`src/rtl/exc_pkg.sv`:
```
// Shared constants and types for the exception entry/return unit.
// Assumes a 32-bit state word; the masks below are sized to that.
package exc_pkg;
    localparam logic [31:0] SAVE_CLR_MASK = 32'h783F_0000;
    localparam logic [31:0] CRIT_CLR_MASK = 32'h3FFF_0000;
    localparam int          ME_BIT        = 12;

    typedef enum logic [2:0] {
        OP_IDLE,
        OP_ENTRY,
        OP_VERR,
        OP_HALT,
        OP_RET_STD,
        OP_RET_CRIT
    } exc_op_e;
endpackage

```
`src/rtl/exc_vector_gen.sv`:
```
// Forms the handler address from a computed vector table and the prefix.
// Also looks up the per-code attributes. Assumes 2**CODE_W codes, each with
// a table entry of code*VEC_STRIDE, or all ones when the code is undefined.
module exc_vector_gen #(
    parameter int XLEN = 32,
    parameter int CODE_W = 4,
    parameter int VEC_STRIDE = 256,
    parameter logic [(1<<CODE_W)-1:0] UNDEF_SET = 16'h8001,
    parameter logic [(1<<CODE_W)-1:0] FAULT_SET = 16'h00D8,
    parameter logic [(1<<CODE_W)-1:0] CRIT_SET  = 16'h0206
) (
    input  logic [CODE_W-1:0] code,
    input  logic [XLEN-1:0]   prefix,
    output logic [XLEN-1:0]   vec_addr,
    output logic              undefined,
    output logic              fault_attr,
    output logic              crit_attr
);
    localparam int NCODES = 1 << CODE_W;

    logic [XLEN-1:0] vec_tab [NCODES];

    // One table entry per code, all ones marks no handler
    for (genvar i = 0; i < NCODES; i++) begin : g_tab
        if (UNDEF_SET[i]) begin : g_undef
            assign vec_tab[i] = '1;
        end else begin : g_def
            assign vec_tab[i] = XLEN'(i * VEC_STRIDE);
        end
    end

    // Select entry and attributes for the presented code
    always_comb begin
        undefined  = (vec_tab[code] == '1);
        vec_addr   = vec_tab[code] | prefix;
        fault_attr = FAULT_SET[code];
        crit_attr  = CRIT_SET[code];
    end
endmodule

```
`src/rtl/exc_save_pair.sv`:
```
// One pair of save registers (address and state word). Loads both on wr_en.
// Assumes a synchronous active-low reset that clears both to zero.
module exc_save_pair #(
    parameter int XLEN = 32
) (
    input  logic            clk,
    input  logic            rst_n,
    input  logic            wr_en,
    input  logic [XLEN-1:0] d_addr,
    input  logic [XLEN-1:0] d_state,
    output logic [XLEN-1:0] q_addr,
    output logic [XLEN-1:0] q_state
);
    // Hold the pair, load it when the entry path writes
    always_ff @(posedge clk) begin
        if (!rst_n) begin
            q_addr  <= '0;
            q_state <= '0;
        end else if (wr_en) begin
            q_addr  <= d_addr;
            q_state <= d_state;
        end
    end
endmodule

```
`src/rtl/exc_ctrl.sv`:
```
// Decides what a request does and registers the new PC, state word and
// status pulses. Assumes the vector lookup and the save pairs are outside.
// The exception request outranks a return in the same cycle.
module exc_ctrl
    import exc_pkg::*;
#(
    parameter int XLEN = 32,
    parameter int CODE_W = 4,
    parameter int MCHK_CODE = 2
) (
    input  logic              clk,
    input  logic              rst_n,
    input  logic              exc_valid,
    input  logic [CODE_W-1:0] exc_code,
    input  logic [XLEN-1:0]   cur_pc,
    input  logic [XLEN-1:0]   cur_msr,
    input  logic              ret_valid,
    input  logic              ret_crit,
    input  logic [XLEN-1:0]   vec_addr,
    input  logic              vec_undef,
    input  logic              fault_attr,
    input  logic              crit_attr,
    input  logic [XLEN-1:0]   sv_addr,
    input  logic [XLEN-1:0]   sv_state,
    input  logic [XLEN-1:0]   cs_addr,
    input  logic [XLEN-1:0]   cs_state,
    output logic              pri_wr,
    output logic              crit_wr,
    output logic [XLEN-1:0]   wr_addr,
    output logic [XLEN-1:0]   wr_state,
    output logic              done,
    output logic              vec_err,
    output logic              checkstop,
    output logic [XLEN-1:0]   pc_out,
    output logic [XLEN-1:0]   msr_out
);
    localparam logic [XLEN-1:0] ME_MASK   = XLEN'(1) << ME_BIT;
    localparam logic [XLEN-1:0] SAVE_CLR  = XLEN'(SAVE_CLR_MASK);
    localparam logic [XLEN-1:0] CRIT_CLR  = XLEN'(CRIT_CLR_MASK);
    localparam logic [XLEN-1:0] ALIGN_CLR = XLEN'(3);

    exc_op_e         op;
    logic            is_mchk;
    logic [XLEN-1:0] nxt_pc;
    logic [XLEN-1:0] nxt_msr;

    // Classify the request of this cycle
    always_comb begin
        is_mchk = (exc_code == CODE_W'(MCHK_CODE));
        op      = OP_IDLE;
        if (!checkstop) begin
            if (exc_valid) begin
                if (is_mchk && !cur_msr[ME_BIT]) op = OP_HALT;
                else if (vec_undef)              op = OP_VERR;
                else                             op = OP_ENTRY;
            end else if (ret_valid) begin
                op = ret_crit ? OP_RET_CRIT : OP_RET_STD;
            end
        end
    end

    // Values written into the save registers on entry
    always_comb begin
        wr_addr  = fault_attr ? (cur_pc - XLEN'(4)) : cur_pc;
        wr_state = cur_msr & ~SAVE_CLR;
        pri_wr   = (op == OP_ENTRY);
        crit_wr  = (op == OP_ENTRY) && crit_attr;
    end

    // Next PC and state word for entry or return
    always_comb begin
        nxt_pc  = pc_out;
        nxt_msr = msr_out;
        case (op)
            OP_ENTRY: begin
                nxt_pc  = vec_addr;
                nxt_msr = is_mchk ? '0 : (cur_msr & ME_MASK);
            end
            OP_RET_STD: begin
                nxt_pc  = sv_addr & ~ALIGN_CLR;
                nxt_msr = sv_state & ~SAVE_CLR;
            end
            OP_RET_CRIT: begin
                nxt_pc  = cs_addr & ~ALIGN_CLR;
                nxt_msr = cs_state & ~CRIT_CLR;
            end
            default: ;
        endcase
    end

    // Register outputs and status pulses
    always_ff @(posedge clk) begin
        if (!rst_n) begin
            pc_out    <= '0;
            msr_out   <= '0;
            done      <= 1'b0;
            vec_err   <= 1'b0;
            checkstop <= 1'b0;
        end else begin
            pc_out  <= nxt_pc;
            msr_out <= nxt_msr;
            done    <= (op != OP_IDLE);
            vec_err <= (op == OP_VERR);
            if (op == OP_HALT) checkstop <= 1'b1;
        end
    end


    done_follow_chk: assert property (@(posedge clk) disable iff (!rst_n)
        ((exc_valid || ret_valid) && !checkstop) |=> done);

    done_idle_chk: assert property (@(posedge clk) disable iff (!rst_n)
        (!(exc_valid || ret_valid) || checkstop) |=> !done);

    halt_sticky_chk: assert property (@(posedge clk) disable iff (!rst_n)
        checkstop |=> checkstop);

    handler_msr_chk: assert property (@(posedge clk) disable iff (!rst_n)
        (op == OP_ENTRY) |=> ($countones(msr_out) <= 1 && (msr_out & ~ME_MASK) == '0));

    ret_align_chk: assert property (@(posedge clk) disable iff (!rst_n)
        (op == OP_RET_STD || op == OP_RET_CRIT) |=> (pc_out[1:0] == 2'b00));
endmodule

```
`src/rtl/exc_unit.sv`:
```
// Top of the exception entry/return unit. Wires the vector lookup, the
// control path and two save pairs (index 0 primary, index 1 critical).
// Assumes one request per cycle at most per strobe; exception wins a tie.
module exc_unit #(
    parameter int XLEN = 32,
    parameter int CODE_W = 4,
    parameter int VEC_STRIDE = 256,
    parameter int MCHK_CODE = 2,
    parameter logic [(1<<CODE_W)-1:0] UNDEF_SET = 16'h8001,
    parameter logic [(1<<CODE_W)-1:0] FAULT_SET = 16'h00D8,
    parameter logic [(1<<CODE_W)-1:0] CRIT_SET  = 16'h0206
) (
    input  logic              clk,
    input  logic              rst_n,
    input  logic              exc_valid,
    input  logic [CODE_W-1:0] exc_code,
    input  logic [XLEN-1:0]   cur_pc,
    input  logic [XLEN-1:0]   cur_msr,
    input  logic [XLEN-1:0]   vec_prefix,
    input  logic              ret_valid,
    input  logic              ret_crit,
    output logic              done,
    output logic              vec_err,
    output logic              checkstop,
    output logic [XLEN-1:0]   pc_out,
    output logic [XLEN-1:0]   msr_out,
    output logic [XLEN-1:0]   save0,
    output logic [XLEN-1:0]   save1,
    output logic [XLEN-1:0]   csave0,
    output logic [XLEN-1:0]   csave1
);
    localparam int NPAIRS = 2;

    logic [XLEN-1:0] vec_addr;
    logic            vec_undef;
    logic            fault_attr;
    logic            crit_attr;
    logic            pri_wr;
    logic            crit_wr;
    logic [XLEN-1:0] wr_addr;
    logic [XLEN-1:0] wr_state;
    logic [NPAIRS-1:0] pair_wr;
    logic [XLEN-1:0] pair_addr  [NPAIRS];
    logic [XLEN-1:0] pair_state [NPAIRS];

    exc_vector_gen #(
        .XLEN(XLEN), .CODE_W(CODE_W), .VEC_STRIDE(VEC_STRIDE),
        .UNDEF_SET(UNDEF_SET), .FAULT_SET(FAULT_SET), .CRIT_SET(CRIT_SET)
    ) u_vec (
        .code(exc_code), .prefix(vec_prefix), .vec_addr(vec_addr),
        .undefined(vec_undef), .fault_attr(fault_attr), .crit_attr(crit_attr)
    );

    exc_ctrl #(.XLEN(XLEN), .CODE_W(CODE_W), .MCHK_CODE(MCHK_CODE)) u_ctrl (
        .clk(clk), .rst_n(rst_n),
        .exc_valid(exc_valid), .exc_code(exc_code),
        .cur_pc(cur_pc), .cur_msr(cur_msr),
        .ret_valid(ret_valid), .ret_crit(ret_crit),
        .vec_addr(vec_addr), .vec_undef(vec_undef),
        .fault_attr(fault_attr), .crit_attr(crit_attr),
        .sv_addr(pair_addr[0]), .sv_state(pair_state[0]),
        .cs_addr(pair_addr[1]), .cs_state(pair_state[1]),
        .pri_wr(pri_wr), .crit_wr(crit_wr),
        .wr_addr(wr_addr), .wr_state(wr_state),
        .done(done), .vec_err(vec_err), .checkstop(checkstop),
        .pc_out(pc_out), .msr_out(msr_out)
    );

    assign pair_wr = {crit_wr, pri_wr};

    // Primary and critical pairs share data, differ in write enable
    for (genvar p = 0; p < NPAIRS; p++) begin : g_pair
        exc_save_pair #(.XLEN(XLEN)) u_pair (
            .clk(clk), .rst_n(rst_n), .wr_en(pair_wr[p]),
            .d_addr(wr_addr), .d_state(wr_state),
            .q_addr(pair_addr[p]), .q_state(pair_state[p])
        );
    end

    assign save0  = pair_addr[0];
    assign save1  = pair_state[0];
    assign csave0 = pair_addr[1];
    assign csave1 = pair_state[1];


    undef_hold_chk: assert property (@(posedge clk) disable iff (!rst_n)
        vec_err |-> ($stable(save0) && $stable(save1) && $stable(pc_out)));

    halt_frozen_chk: assert property (@(posedge clk) disable iff (!rst_n)
        $past(checkstop) |-> ($stable(save0) && $stable(csave0) && !done));

    crit_only_chk: assert property (@(posedge clk) disable iff (!rst_n)
        (pri_wr && !crit_wr) |=> ($stable(csave0) && $stable(csave1)));

    save_clear_chk: assert property (@(posedge clk) disable iff (!rst_n)
        pri_wr |=> ((save1 & 32'h783F_0000) == '0));
endmodule

```
`config.mk`:
```
export PLATFORM = sky130hd
export DESIGN_NAME = exc_unit
export DESIGN_NICKNAME = d
export VERILOG_FILES = /design/src/rtl/exc_pkg.sv /design/src/rtl/exc_vector_gen.sv /design/src/rtl/exc_save_pair.sv /design/src/rtl/exc_ctrl.sv /design/src/rtl/exc_unit.sv
export SDC_FILE = /design/constraint.sdc
export NUM_CORES = 1
export LEC_CHECK = 0
export ABC_AREA = 1
export BUFFER_PORTS_ARGS = -buffer_cell sky130_fd_sc_hd__buf_4
export CAP_MARGIN = 30
export CELL_PAD_IN_SITES_DETAIL_PLACEMENT = 1
export CELL_PAD_IN_SITES_GLOBAL_PLACEMENT = 1
export CORE_UTILIZATION = 36
export CTS_CLUSTER_SIZE = 25
export DETAILED_ROUTE_END_ITERATION = 8
export PLACE_DENSITY = 0.8
export SKIP_LAST_GASP = 1
export SYNTH_ARGS = -nofsm -noshare
export SYNTH_HDL_FRONTEND = slang
export SYNTH_HIERARCHICAL = 1
export SYNTH_SLANG_ARGS = --single-unit
```
`constraint.sdc`:
```
create_clock -name clk -period 2.91 [get_ports clk]
set_input_delay 0.582 -clock clk [delete_from_list [all_inputs] [get_ports clk]]
set_output_delay 0.582 -clock clk [all_outputs]
set_load 0.03 [all_outputs]
```
==> results.md <==
* Status: completed
* Cell Pwr Density at 560 nW/um2
* Post-synthesis cell count at 1,565
* Initial Utilization at 0.367
* Slew @ Worst Pin at 935 ps
* Slew Viols, Final at 0
* Die height at 168 um
* H-tree depth at 4
* VDD IR max at 0.000380 V
* Top Family by Delay on Critical Path: simple AND/OR/NAND/NOR gates
* PostCTS Resize Cnt at 0
* Critical Path Fanout Max at 7
* Total core area at 27,000 um2
* Fin crit period at 2590 ps
* Dpl ws at -19.2 ps
* #FFs+latches synth at 186
* Critical path depth at 16
* Max frequency at 386 MHz
* Drt first pass iters at 6
* Worst r2r path cells at 10
* Min-delay worst type: in -> reg
* Seq/Total Area, Yosys at 0.377
* Netlist Area Pre-Place at 9890 um2
* LEAKAGE at 6.55 nW
* Crit path capture: g_pair[0].u_pair/q_addr[30]$_SDFFE_PN0P_
* Antenna violations before repair at 1
* CTS sink cnt at 186
* Unrepaired setup endpoints after global routing: no
* Syn. warnings at 6
* Via-to-Cell Ratio at 4.63
* CP Capture Type: flop
* Clock root buffer: clkbuf_16
* Crit path top cell by count: nand2_1
* Critical Path AT at 2960 ps
* Row count at 60
* Routed Antenna Nets at 0
* Clk_lat worst skew at 430 ps
* Largest net degree at the start of global routing at 161
* Global placer's final weighted congestion at 0.842
* DR vias at 9,906
* Worst stage delay on the critical path at 310 ps
* Max-slew headroom at 0.372
* # IOs at 300
* CTS tree: yes
* MaxCap Viol Count at 0
* Post-CTS Repair Setup Buffers at 0
* Worst r2r src: u_ctrl/checkstop$_SDFFE_PN0N_
* First-pass GRT wire length at 52,400 um
* Initial DRC count at 379
* Post-synth ARST share at 0
* Reg clk slew, reported paths at 90 ps
* Dpl hpwl at 23,200 um
* Post-synth EDFFs at 0
* Reg2reg end: u_ctrl/msr_out[31]$_SDFFE_PN0P_
* Grt ovf at 0
* Endpoints failing setup at 0
* Routed WL at 33,300 um
* Crit path from: exc_code[3]
* Placed cells at 2,106
* Count of final hold-check violations at 0
* Final Util at 0.465
* Clock skew at 13.8 ps
* Post-Route Setup TNS at 0 ps
* Width of the die at 168 um
* Dominant synthesized flop cell: dfxtp_1
* Synthesis-to-finish area growth at 26.9%
* Crit path buf inv count at 3
* Worst R2R Setup Slack at 760 ps
* Max Buffers Root-to-Sink at 2
* # DRC at 0
* Hold_buf cts at 0
* Fin crit share at 0.891
* Syn avg cell area at 6.32 um2
* Total CTS buffers at 17
* Final non-filler cell total at 2,139
* Setup slack after layout at 316 ps
* Vias in the first global route at 9,654
* WL/cell at 15.6 um
* CP Class: in -> reg
* Synth cell types at 37
* Nets at 1,895
* Fraction of layout cells with a size suffix above 1 at 0.210
* Die ar. at 28,100 um2
* Crit path cell chain: buf_4 > inv_2 > o21ai_0 > a21oi_1 > nand3_1 > nor2_1 > nand2_1 > nor2_2 > nand2_1 > nor2_1 > nand2_1 > xor2_1 > inv_1 > nand2_1 > nand2_1 > nor2_1
* Fill count at 3,582
* Critical path's slowest cell: nor2_2
* I/O Buffers at 280
* All-Layer GR Usage at 0.234
* Nature of the critical path startpoint: input pin
* Worst EP required at 3270 ps
==> per-layer routing <==
metal  global-route usage  share of wire
met2                0.401           0.48
met4               0.0794          0.022
met5                    0              0
met1                0.292           0.45
met3               0.0473          0.053
==> registers in the layout, summed over array words and instances (netlist names) <==
signal	cells
u_ctrl/done	1
u_ctrl/pc_out	32
g_pair.u_pair/q_state	64
g_pair.u_pair/q_addr	64
u_ctrl/checkstop	1
u_ctrl/vec_err	1
u_ctrl/msr_out	23
==> power by group <==
group	total, mW	internal (mW)	switching [mW]	leakage (nW)
Sequential	2.89	2.75	0.145	1.53
Combinational	1.74	0.627	1.11	4.73
Clock	2.39	1.16	1.22	0.293
==> cell families after synthesis <==
kind of cell | count (synthesis) | share of synthesized area
and+or+nand+nor | 990 | 0.405
buffers and inverters | 305 | 0.159
DFF | 186 | 0.377
AOI/OAI and AO/OA | 52 | 0.0294
xor gates and xnor gates | 25 | 0.0221
adders and majority gates | 6 | 0.00759
other | 1 | 0.000379
==> placed cells by master (no fill, tap or decap), drive strengths merged, types with 5 or more instances in the layout <==
cell and instances:
ha 6, buf 306, clkinv 10, nor2 404, nand2 478, xor2 20
or2 30, o21ai 37, a21oi 10, nand4 51, clkbuf 17, nand3 16
xnor2 5, dfxtp 186, inv 186, nor3 6, conb 19
==> tightest hold or removal path, delay by kind of cell <==
family	cells	cell delay, ps
simple gates	3	150
buf+inv	2	110
==> synthesized netlist by cell type (2+ instances only) <==
cell | n | area (um2)
inv_1 | 175 | 657
buf_2 | 23 | 115
nand4_1 | 51 | 319
clkbuf_1 | 21 | 78.8
nor2_1 | 400 | 1500
buf_6 | 28 | 315
nand3_1 | 14 | 70.1
or2_1 | 10 | 62.6
inv_2 | 5 | 18.8
xor2_1 | 20 | 175
buf_4 | 51 | 383
ha_1 | 6 | 75.1
a211o_1 | 2 | 17.5
nand3b_1 | 2 | 15.0
o21ai_0 | 35 | 175
xnor2_1 | 5 | 43.8
o21ai_1 | 2 | 10.0
nor3_1 | 5 | 25.0
nand2_2 | 2 | 12.5
a21oi_1 | 9 | 45.0
nand2_1 | 476 | 1790
or2_2 | 20 | 125
dfxtp_1 | 186 | 3720
nor2_2 | 4 | 25.0
==> worst min-delay path by stage <==
stage                                     from                                   endpoint  slack, ps  cells after the start
6_report                           cur_msr[23]  g_pair[1].u_pair/q_state[23]$_SDFFE_PN0P_        440                      5
5_1_grt                             cur_msr[9]   g_pair[0].u_pair/q_state[9]$_SDFFE_PN0P_        450                      5
4_1_cts                            cur_msr[15]  g_pair[1].u_pair/q_state[15]$_SDFFE_PN0P_        420                      5
3_5_place_dp     u_ctrl/pc_out[1]$_SDFFE_PN0P_              u_ctrl/pc_out[1]$_SDFFE_PN0P_        460                      2
3_3_place_gp   u_ctrl/msr_out[30]$_SDFFE_PN0P_            u_ctrl/msr_out[30]$_SDFFE_PN0P_        450                      2
2_1_floorplan  u_ctrl/msr_out[30]$_SDFFE_PN0P_            u_ctrl/msr_out[30]$_SDFFE_PN0P_        590                      2
==> cell type report <==
class / count / area, um2 / area share
Antenna cell: 1 / 2.50 / 0.000200
Clock buffer: 17 / 425 / 0.0339
Clock inverter: 15 / 178 / 0.0142
Inverter: 181 / 679 / 0.0542
Multi-Input combinational cell: 1092 / 4670 / 0.372
Sequential cell: 186 / 3720 / 0.297
Tap cell: 341 / 427 / 0.0340
Timing Repair Buffer: 306 / 2430 / 0.194
==> metrics by stage <==
stage	power, mW	hold WS [ps]	cell area, um2
CTS	7.11	421	12500
floorplan	4.08	591	9950
global route	7.37	454	12500
global placement	4.65	450	11900
finish	7.02	439	12500
detailed placement	4.70	462	11900
Note: power is estimated with default switching activity, not from simulation.
